==> src/rtl/mwc_pkg.sv <==
package mwc_pkg;

    function automatic logic [1:0] final_beat(input logic [1:0] w);
        logic [1:0] r;
        case (w)
            2'b00:   r = 2'd0;
            2'b01:   r = 2'd1;
            default: r = 2'd3;
        endcase
        return r;
    endfunction

    typedef struct packed {
        logic [1:0] beat;
    } wr_state_t;

    typedef struct packed {
        logic [1:0]  beat;
        logic [31:0] acc;
        logic [31:0] word;
        logic        vld;
        logic        last;
    } rd_state_t;

    typedef struct packed {
        logic [1:0] width;
    } top_state_t;

endpackage

==> src/rtl/mwc_wr_split.sv <==
module mwc_wr_split
    import mwc_pkg::*;
#(
    parameter int APP_DW = 32
) (
    input  logic                 clk,
    input  logic                 rst_n,
    input  logic [1:0]           width,
    input  logic                 app_wr_valid,
    input  logic [APP_DW-1:0]    app_wr_data,
    input  logic [APP_DW/8-1:0]  app_wr_be,
    output logic                 app_wr_next,
    output logic                 mem_wr_valid,
    output logic [APP_DW-1:0]    mem_wr_data,
    output logic [APP_DW/8-1:0]  mem_wr_mask_n,
    input  logic                 mem_wr_next,
    output logic                 busy
);
    localparam int NB   = APP_DW / 8;
    localparam int HALF = APP_DW / 2;
    localparam int QTR  = APP_DW / 4;
    localparam int HB   = NB / 2;
    localparam int QB   = NB / 4;

    wr_state_t st_q, st_d;
    logic      take;
    logic      at_end;

    always_comb begin
        st_d          = st_q;
        take          = app_wr_valid && mem_wr_next;
        at_end        = (st_q.beat == final_beat(width));
        mem_wr_valid  = app_wr_valid;
        mem_wr_data   = '0;
        mem_wr_mask_n = '1;
        case (width)
            2'b00: begin
                mem_wr_data   = app_wr_data;
                mem_wr_mask_n = ~app_wr_be;
            end
            2'b01: begin
                mem_wr_data[HALF-1:0]  = app_wr_data[int'(st_q.beat[0])*HALF +: HALF];
                mem_wr_mask_n[HB-1:0]  = ~app_wr_be[int'(st_q.beat[0])*HB +: HB];
            end
            default: begin
                mem_wr_data[QTR-1:0]   = app_wr_data[int'(st_q.beat)*QTR +: QTR];
                mem_wr_mask_n[QB-1:0]  = ~app_wr_be[int'(st_q.beat)*QB +: QB];
            end
        endcase
        app_wr_next = take && at_end;
        if (take) begin
            st_d.beat = at_end ? 2'd0 : st_q.beat + 2'd1;
        end
        busy = (st_q.beat != 2'd0);
    end

    always_ff @(posedge clk or negedge rst_n) begin
        if (!rst_n) st_q <= '0;
        else        st_q <= st_d;
    end

    AST_WR_NEXT_REWINDS: assert property (@(posedge clk) disable iff (!rst_n)
        app_wr_next |=> (st_q.beat == 2'd0));
    AST_WR_STALL_HOLDS: assert property (@(posedge clk) disable iff (!rst_n)
        (app_wr_valid && !mem_wr_next) |=> $stable(st_q.beat));
    AST_WR_SPARE_MASK: assert property (@(posedge clk) disable iff (!rst_n)
        (width != 2'b00) |-> (&mem_wr_mask_n[NB-1:HB]));

endmodule

==> src/rtl/mwc_rd_pack.sv <==
module mwc_rd_pack
    import mwc_pkg::*;
#(
    parameter int APP_DW = 32
) (
    input  logic              clk,
    input  logic              rst_n,
    input  logic [1:0]        width,
    input  logic              mem_rd_valid,
    input  logic [APP_DW-1:0] mem_rd_data,
    input  logic              mem_rd_last,
    output logic              app_rd_valid,
    output logic [APP_DW-1:0] app_rd_data,
    output logic              app_rd_last,
    output logic              busy
);
    localparam int HALF = APP_DW / 2;
    localparam int QTR  = APP_DW / 4;

    rd_state_t         st_q, st_d;
    logic [APP_DW-1:0] placed;

    always_comb begin
        st_d      = st_q;
        st_d.vld  = 1'b0;
        st_d.last = 1'b0;
        placed    = st_q.acc;
        case (width)
            2'b00:   placed = mem_rd_data;
            2'b01:   placed[int'(st_q.beat[0])*HALF +: HALF] = mem_rd_data[HALF-1:0];
            default: placed[int'(st_q.beat)*QTR +: QTR]      = mem_rd_data[QTR-1:0];
        endcase
        if (mem_rd_valid) begin
            if (st_q.beat == final_beat(width)) begin
                st_d.word = placed;
                st_d.vld  = 1'b1;
                st_d.last = mem_rd_last;
                st_d.beat = 2'd0;
                st_d.acc  = '0;
            end else begin
                st_d.acc  = placed;
                st_d.beat = st_q.beat + 2'd1;
            end
        end
        app_rd_valid = st_q.vld;
        app_rd_data  = st_q.word;
        app_rd_last  = st_q.last;
        busy         = (st_q.beat != 2'd0);
    end

    always_ff @(posedge clk or negedge rst_n) begin
        if (!rst_n) st_q <= '0;
        else        st_q <= st_d;
    end

    AST_RD_FROM_BEAT: assert property (@(posedge clk) disable iff (!rst_n)
        app_rd_valid |-> $past(mem_rd_valid));
    AST_RD_ONE_SHOT: assert property (@(posedge clk) disable iff (!rst_n)
        (app_rd_valid && width != 2'b00) |=> !app_rd_valid);
    AST_RD_LAST_QUAL: assert property (@(posedge clk) disable iff (!rst_n)
        app_rd_last |-> app_rd_valid);

endmodule

==> src/rtl/mem_width_conv.sv <==
module mem_width_conv
    import mwc_pkg::*;
#(
    parameter int APP_DW = 32
) (
    input  logic                 clk,
    input  logic                 rst_n,
    input  logic [1:0]           width_sel,
    input  logic                 app_wr_valid,
    input  logic [APP_DW-1:0]    app_wr_data,
    input  logic [APP_DW/8-1:0]  app_wr_be,
    output logic                 app_wr_next,
    output logic                 mem_wr_valid,
    output logic [APP_DW-1:0]    mem_wr_data,
    output logic [APP_DW/8-1:0]  mem_wr_mask_n,
    input  logic                 mem_wr_next,
    input  logic                 mem_rd_valid,
    input  logic [APP_DW-1:0]    mem_rd_data,
    input  logic                 mem_rd_last,
    output logic                 app_rd_valid,
    output logic [APP_DW-1:0]    app_rd_data,
    output logic                 app_rd_last
);
    top_state_t st_q, st_d;
    logic       wr_busy;
    logic       rd_busy;

    always_comb begin
        st_d = st_q;
        if (!wr_busy && !rd_busy) st_d.width = width_sel;
    end

    always_ff @(posedge clk or negedge rst_n) begin
        if (!rst_n) st_q <= '0;
        else        st_q <= st_d;
    end

    mwc_wr_split #(.APP_DW(APP_DW)) u_wr (
        .clk           (clk),
        .rst_n         (rst_n),
        .width         (st_q.width),
        .app_wr_valid  (app_wr_valid),
        .app_wr_data   (app_wr_data),
        .app_wr_be     (app_wr_be),
        .app_wr_next   (app_wr_next),
        .mem_wr_valid  (mem_wr_valid),
        .mem_wr_data   (mem_wr_data),
        .mem_wr_mask_n (mem_wr_mask_n),
        .mem_wr_next   (mem_wr_next),
        .busy          (wr_busy)
    );

    mwc_rd_pack #(.APP_DW(APP_DW)) u_rd (
        .clk          (clk),
        .rst_n        (rst_n),
        .width        (st_q.width),
        .mem_rd_valid (mem_rd_valid),
        .mem_rd_data  (mem_rd_data),
        .mem_rd_last  (mem_rd_last),
        .app_rd_valid (app_rd_valid),
        .app_rd_data  (app_rd_data),
        .app_rd_last  (app_rd_last),
        .busy         (rd_busy)
    );

    AST_FULL_NEVER_BUSY: assert property (@(posedge clk) disable iff (!rst_n)
        (st_q.width == 2'b00) |-> (!wr_busy && !rd_busy));
    AST_WIDTH_FROZEN: assert property (@(posedge clk) disable iff (!rst_n)
        ($past(wr_busy) && wr_busy) |-> $stable(st_q.width));

endmodule

==> config.mk <==
export PLATFORM = sky130hd
export DESIGN_NAME = mem_width_conv
export DESIGN_NICKNAME = d
export VERILOG_FILES = /design/src/rtl/mwc_pkg.sv /design/src/rtl/mwc_wr_split.sv /design/src/rtl/mwc_rd_pack.sv /design/src/rtl/mem_width_conv.sv
export SDC_FILE = /design/constraint.sdc
export NUM_CORES = 1
export LEC_CHECK = 0
export BUFFER_PORTS_ARGS = -buffer_cell sky130_fd_sc_hd__buf_2
export CAP_MARGIN = 20
export CORE_AREA = 2 2 97 99
export CTS_BUF_LIST = sky130_fd_sc_hd__clkbuf_4 sky130_fd_sc_hd__clkbuf_8
export DETAILED_ROUTE_END_ITERATION = 7
export DIE_AREA = 0 0 99 101
export GPL_TIMING_DRIVEN = 0
export PLACE_DENSITY = 0.92
export REMOVE_ABC_BUFFERS = 1
export SETUP_SLACK_MARGIN = 0.02
export SKIP_CTS_REPAIR_TIMING = 1
export SYNTH_ARGS = -nofsm -noshare
export SYNTH_HDL_FRONTEND = slang
export SYNTH_HIERARCHICAL = 1
export SYNTH_SLANG_ARGS = --single-unit
==> constraint.sdc <==
create_clock -name clk -period 5.1 [get_ports clk]
set_input_delay 0.255 -clock clk [delete_from_list [all_inputs] [get_ports clk]]
set_output_delay 0.255 -clock clk [all_outputs]
set_load 0.005 [all_outputs]
# --- Word level (Yosys, flattened, before mapping) ---
# Index checks and enable logic that the tools add are counted.
op_classes:
  mux: 15
  shifts: 8
  reduce_logical: 9
  bitwise_logic: 3
  eq_ne: 3
  n_addsub: 4
op_table:
  columns: ["cell", "n"]
  rows:
  - ["$neg 5->33", 2]
  - ["$bwmux 32", 2]
  - ["$pmux 32 s2", 1]
  - ["$mux 34", 1]
  - ["$shift 16x33->32 const A", 1]
  - ["$shift 8x33->32 const A", 1]
  - ["$shiftx 16x33->32", 1]
  - ["$shiftx 8x33->32", 1]
  - ["$pmux 8 s2", 2]
  - ["$shiftx 32x6->16", 1]
  - ["$shiftx 32x6->8", 1]
  - ["$mux 16", 1]
  - ["$mux 2", 5]
  - ["$add 2x1->2 const B", 2]
  - ["$eq 2x2->1", 2]
  - ["$not 4->4", 1]
  - ["$pmux 1 s2", 2]
  - ["$pmux 2 s2", 1]
  - ["$reduce_bool 2->1", 2]
  - ["$shiftx 4x3->1", 1]
  - ["$shiftx 4x3->2", 1]
  - ["$logic_and 1x1->1", 3]
  - ["$eq 2x1->1 const B", 1]
  - ["$logic_not 1->1", 2]
  - ["other kinds (4)", 4]
totals:
  input_bits: 76
  output_inout_bits: 72
  wordCells: 49
  regBits: 72

# --- Depth between registers and ports, before layout ---
logic_depth:
  word_depth: 6
  ltp_mapped: 11
  mapped_depth_nobuf: 6

# --- By module ---
# Netlist, hierarchy kept.
by_module_without_submodules:
  columns: ["module", "area_each_um2", "n_inst", "cells_per_inst", "seq_area_each_um2"]
  rows:
  - ["mwc_rd_pack", 4020.1, 1, 417, 1701.6]
  - ["mwc_wr_split", 924.6, 1, 128, 50.0]
  - ["mem_width_conv", 78.8, 1, 5, 50.0]

# --- Worst setup path before layout ---
# OpenSTA, ideal clock, no wires.
synth_timing:
  path_kind: "flip-flop to flip-flop"
  start: "register u_rd/st_q[66] (netlist name)"
  end: "register u_rd.st_q (netlist bit u_rd/app_rd_data[15])"
  setup_time_ps: 83
  path_stages_with_launch: 12
  setup_slack_ps: 2718
  period_less_slack_ps: 2382
  t_arrival_ps: 2300
  n_path_buf: 5
  required_ps: 5017
  cell_sequence: "dfrtp_1 buf_2 buf_2 buf_4 inv_1 ha_1 clkbuf_1 and4b_1 clkbuf_1 a21oi_1 mux2_2 o21ai_0"
synth_between:
  elab_chain_cells: 4
  elab_cells_between_ends: 11
  classes_between: "2 x add/sub; 1 x eq/ne; 4 x shift; 3 x mux; 1 x reduce/logical"
synth_lines:
  columns: ["element", "line_no", "text"]
  rows:
  - ["start, declared", "mwc_rd_pack.sv:20", "rd_state_t st_q, st_d;"]
  - ["start signal, assigned", "mwc_rd_pack.sv:53", "else st_q <= st_d;"]
  - ["$neg 5->33 (on tied branches)", "mwc_rd_pack.sv:30, mwc_rd_pack.sv:31", null]
  - ["$shiftx 16x33->32 (tied with other cells)", "mwc_rd_pack.sv:30", "2'b01: placed[int'(st_q.beat[0])*HALF +: HALF] = mem_rd_data[HALF-1:0];"]
  - ["$bwmux 32 (on tied branches)", "mwc_rd_pack.sv:30, mwc_rd_pack.sv:31", null]
  - ["$pmux 32 s2", "mwc_rd_pack.sv:28", "case (width)"]
# Several ways; a longest one is shown, not always the timed one.
# A chain may end at the register's enable or synchronous reset.

# --- Worst setup path after layout ---
layout_timing:
  start: "register u_rd/st_q[66] (netlist name)"
  end: "register u_rd.st_q (netlist bit u_rd/app_rd_data[30])"
# Same word-level chain as after synthesis.

==> impl_metrics.toml <==
[flow_run]
max_cap_violations = 0

[setup_path]
critical_path.max_fanout = 39
cp_max_stage_cell = "sky130_fd_sc_hd__dfrtp_2"
path_delay_family = "simple AND/OR/NAND/NOR gates"
crit_path_end_kind = "register"
cp.buffers_inverters = 1
worst_ep_arrival_time_ns = 3.57
start_kind = "register"
cpPeakStageDelay_ns = 0.96
timing.setup.critical_path_class = "register to register"
crit_chain = "inv_1 > ha_1 > nor3b_1 > and4b_1 > o22ai_1 > o21ai_0"
required_ns = 5.38

[power]
total_power_mw = 3.607
power.ir.vdd_worst_uv = 328.2
share_seq_of_total_power_pct = 31.0
power.density_cell_area_mw_per_mm2 = 630.7
internal_power_mw = 1.993
switching_part_of_the_total_power_pct = 44.75
netSwitchingPower_mw = 1.614
comb_power_share_pct = 56.4
p_clk_share_pct = 12.7
p_leak_nw = 2.787

[cts]
tritoncts.num_buffers = 9
clock_latency_ns = 0.36
cts_num_sinks = 72
cts_buffer_depth = 2
ctsRootBufferMaster = "sky130_fd_sc_hd__clkbuf_8"
tritoncts_clock_tree = "built"
clkTransAtPathRegs_ns = 0.07
cts_max_level = 3

[die]
row_count = 35
floorplan.die_area_mm2 = 0.009999
initial_core_util_pct = 55.96
core_ar_mm2 = 0.008977
io_pins = 148
dieWidth_um = 99
die_height_um = 101

[synthesis]
yosys_warnings = 6
synth-seq-area-share_pct = 35.87
yosysUniqueCellTypes = 53
post_synth_inst_count = 550
ys_async_sr_fraction_pct = 100.0
synth.area.top_cells = "sky130_fd_sc_hd__dfrtp_1, sky130_fd_sc_hd__mux2i_1, sky130_fd_sc_hd__buf_4, sky130_fd_sc_hd__mux2_2, sky130_fd_sc_hd__nand2_1"
synth_commonest_cells = "sky130_fd_sc_hd__dfrtp_1, sky130_fd_sc_hd__nand2_1, sky130_fd_sc_hd__a21oi_1, sky130_fd_sc_hd__buf_4, sky130_fd_sc_hd__mux2i_1"
dominant_cell_type_by_area_after_synthesis = "sky130_fd_sc_hd__dfrtp_1"
area_of_the_mapped_netlist_mm2 = 0.005024
synth_area_per_cell_um2 = 9.134
yosysMostFrequentCell = "sky130_fd_sc_hd__dfrtp_1"
synth_top_area_share_pct = 35.87
synth_ff_type = "sky130_fd_sc_hd__dfrtp_1"
edff_count_synth = 0
synth-seq-cells = 72

[timing]
drv_slew = 0
finalSetupViolCount = 0
final.setup.tns_ns = 0
grt_setup_unrepaired = "false"
period_utilization_post_route_pct = 64.56
finalHoldViolations = 0
fin_crit_ns = 3.293
max_clock_skew_ns = 0.007353
achievable-frequency_ghz = 0.3037
max_slew_margin_pct = 31.82
worstMarginPinSlew_ns = 1.020

[cells_and_area]
fin_nets = 721
multi_input_area_mm2 = 0.002684
drive_above_1_share_pct = 32.61
num_antenna_cells = 0
layout-area-overhead-vs-synth_pct = 13.85
area.sequential_mm2 = 0.001805
num-fill-cells = 711

[drt]
postRouteWirelength_mm = 13.92
detailroute.via_count = 4733
vias_per_cell = 6.269
post-route-drc-count = 0
firstDrtPassIters = 5
post_drt_wl_per_cell_um = 18.43
detail_route_antenna_nets = 0
initialDrtViolationCount = 456

[global_route]
grt_first_pass_wirelength_mm = 22.03
grt_pass1_vias = 4563
antenna_found_initial = 0
grt_use_total_pct = 27.41
grt_overflow = 0
pin_count_of_the_biggest_net_entering_global_routing = 73

[place]
replace_congestion = 0.8361
dp_hpwl_mm = 9.497
placement.io_buffers = 147

[min_path]
hold_path_class = "primary input to asynchronous set/reset pin"

[run_status]
status = "complete, no violations"
-- power groups by stage --
| stage | Sequential (mW) | Clock, mW | Combinational [mW] |
|---|---|---|---|
| finish | 1.12 | 0.456 | 2.03 |
| global placement | 1.23 | 0 | 1.70 |
| floorplan | 1.16 | 0 | 1.20 |
| CTS | 1.14 | 0.457 | 1.94 |
| detailed placement | 1.14 | 0 | 1.94 |
| global route | 1.15 | 0.482 | 2.21 |
-- routing by layer --
layer | global-route usage [%] | up-vias | part of all wire, %
li1 | - | 2136 | -
met1 | 31.87 | 2262 | 38
met2 | 49.27 | 300 | 50
met3 | 5.479 | 35 | 9.7
met4 | 11.49 | 0 | 2.5
met5 | 0 | - | 0
-- layout by cell type, fill, tap and decap left out, types with 3 or more instances in the layout --
master                        n
sky130_fd_sc_hd__a211oi_1    19
sky130_fd_sc_hd__a21oi_1     40
sky130_fd_sc_hd__a22o_1       8
sky130_fd_sc_hd__a22oi_1      5
sky130_fd_sc_hd__a31oi_1     11
sky130_fd_sc_hd__and2_1      18
sky130_fd_sc_hd__and3_1      16
sky130_fd_sc_hd__buf_2      146
sky130_fd_sc_hd__clkbuf_4     3
sky130_fd_sc_hd__clkbuf_8     9
sky130_fd_sc_hd__clkinv_2     3
sky130_fd_sc_hd__dfrtp_1     69
sky130_fd_sc_hd__dfrtp_2      3
sky130_fd_sc_hd__ha_1         6
sky130_fd_sc_hd__inv_1       15
sky130_fd_sc_hd__mux2_2      21
sky130_fd_sc_hd__mux2_4       5
sky130_fd_sc_hd__mux2i_1     39
sky130_fd_sc_hd__nand2_1     59
sky130_fd_sc_hd__nor2_1      28
sky130_fd_sc_hd__nor2b_1     12
sky130_fd_sc_hd__o21ai_0     28
sky130_fd_sc_hd__o221ai_1     7
sky130_fd_sc_hd__o22ai_1     20
sky130_fd_sc_hd__o2bb2ai_1   15
-- metrics by stage --
step	worst slack [ns]	instances	hold slack (ns)	instance area, um^2	util (%)
after floorplan	1.722	476	-0.04059	4549	-
after global placement	0.7978	734	0.4602	5424	60.42
after detailed placement	1.885	737	0.4430	5485	61.10
after CTS	1.876	753	0.05027	5677	63.23
after global routing	1.632	755	0.09828	5719	63.71
final	1.807	755	0.01683	5719	63.71
-- state kept, by name, indices dropped and copies added, names as in the netlist --
register and flops:
u_wr/st_q 2, st_q 2, u_rd/st_q 34, u_rd/app_rd_data 32
u_rd/app_rd_valid 1, u_rd/app_rd_last 1
-- cells by family after synthesis --
family	after synthesis	share of synthesized area (%)
XOR/XNOR	1	0.1744
multiplexers	65	13.97
AO/OA/AOI/OAI	160	21.05
buffers and inverters	91	10.71
adder cells (fa/ha/maj)	6	1.494
flip-flops	72	35.87
AND/OR/NAND/NOR	155	16.74
-- path summary, 6_finish.rpt --
check                                                      start                                to  slack, ns  cells past startpoint
worst max register to register         u_rd/st_q[66]$_DFFE_PN0P_  u_rd/app_rd_data[30]$_DFFE_PN0P_       1.81                      6
worst min register to register  u_rd/app_rd_data[24]$_DFFE_PN0P_  u_rd/app_rd_data[24]$_DFFE_PN0P_       0.48                      2
worst max-delay path                   u_rd/st_q[66]$_DFFE_PN0P_  u_rd/app_rd_data[30]$_DFFE_PN0P_       1.81                      6
worst min-delay path                                       rst_n        u_rd/app_rd_last$_DFF_PN0_       0.02                      1
max in group asynchronous                                  rst_n         u_rd/st_q[66]$_DFFE_PN0P_       4.43                      1
min in group clk                                     mem_rd_last        u_rd/app_rd_last$_DFF_PN0_       0.11                      2
-- area by class of cell --
cell class | count | area share, %
clock buffers | 12 | 2.560
clock inverters | 4 | 0.7876
inverters | 17 | 1.116
multi-input cells | 387 | 46.93
flip-flops and latches | 72 | 31.57
well taps | 111 | 2.428
repair buffers | 152 | 14.61
Note: power is estimated with default switching activity, not from simulation.
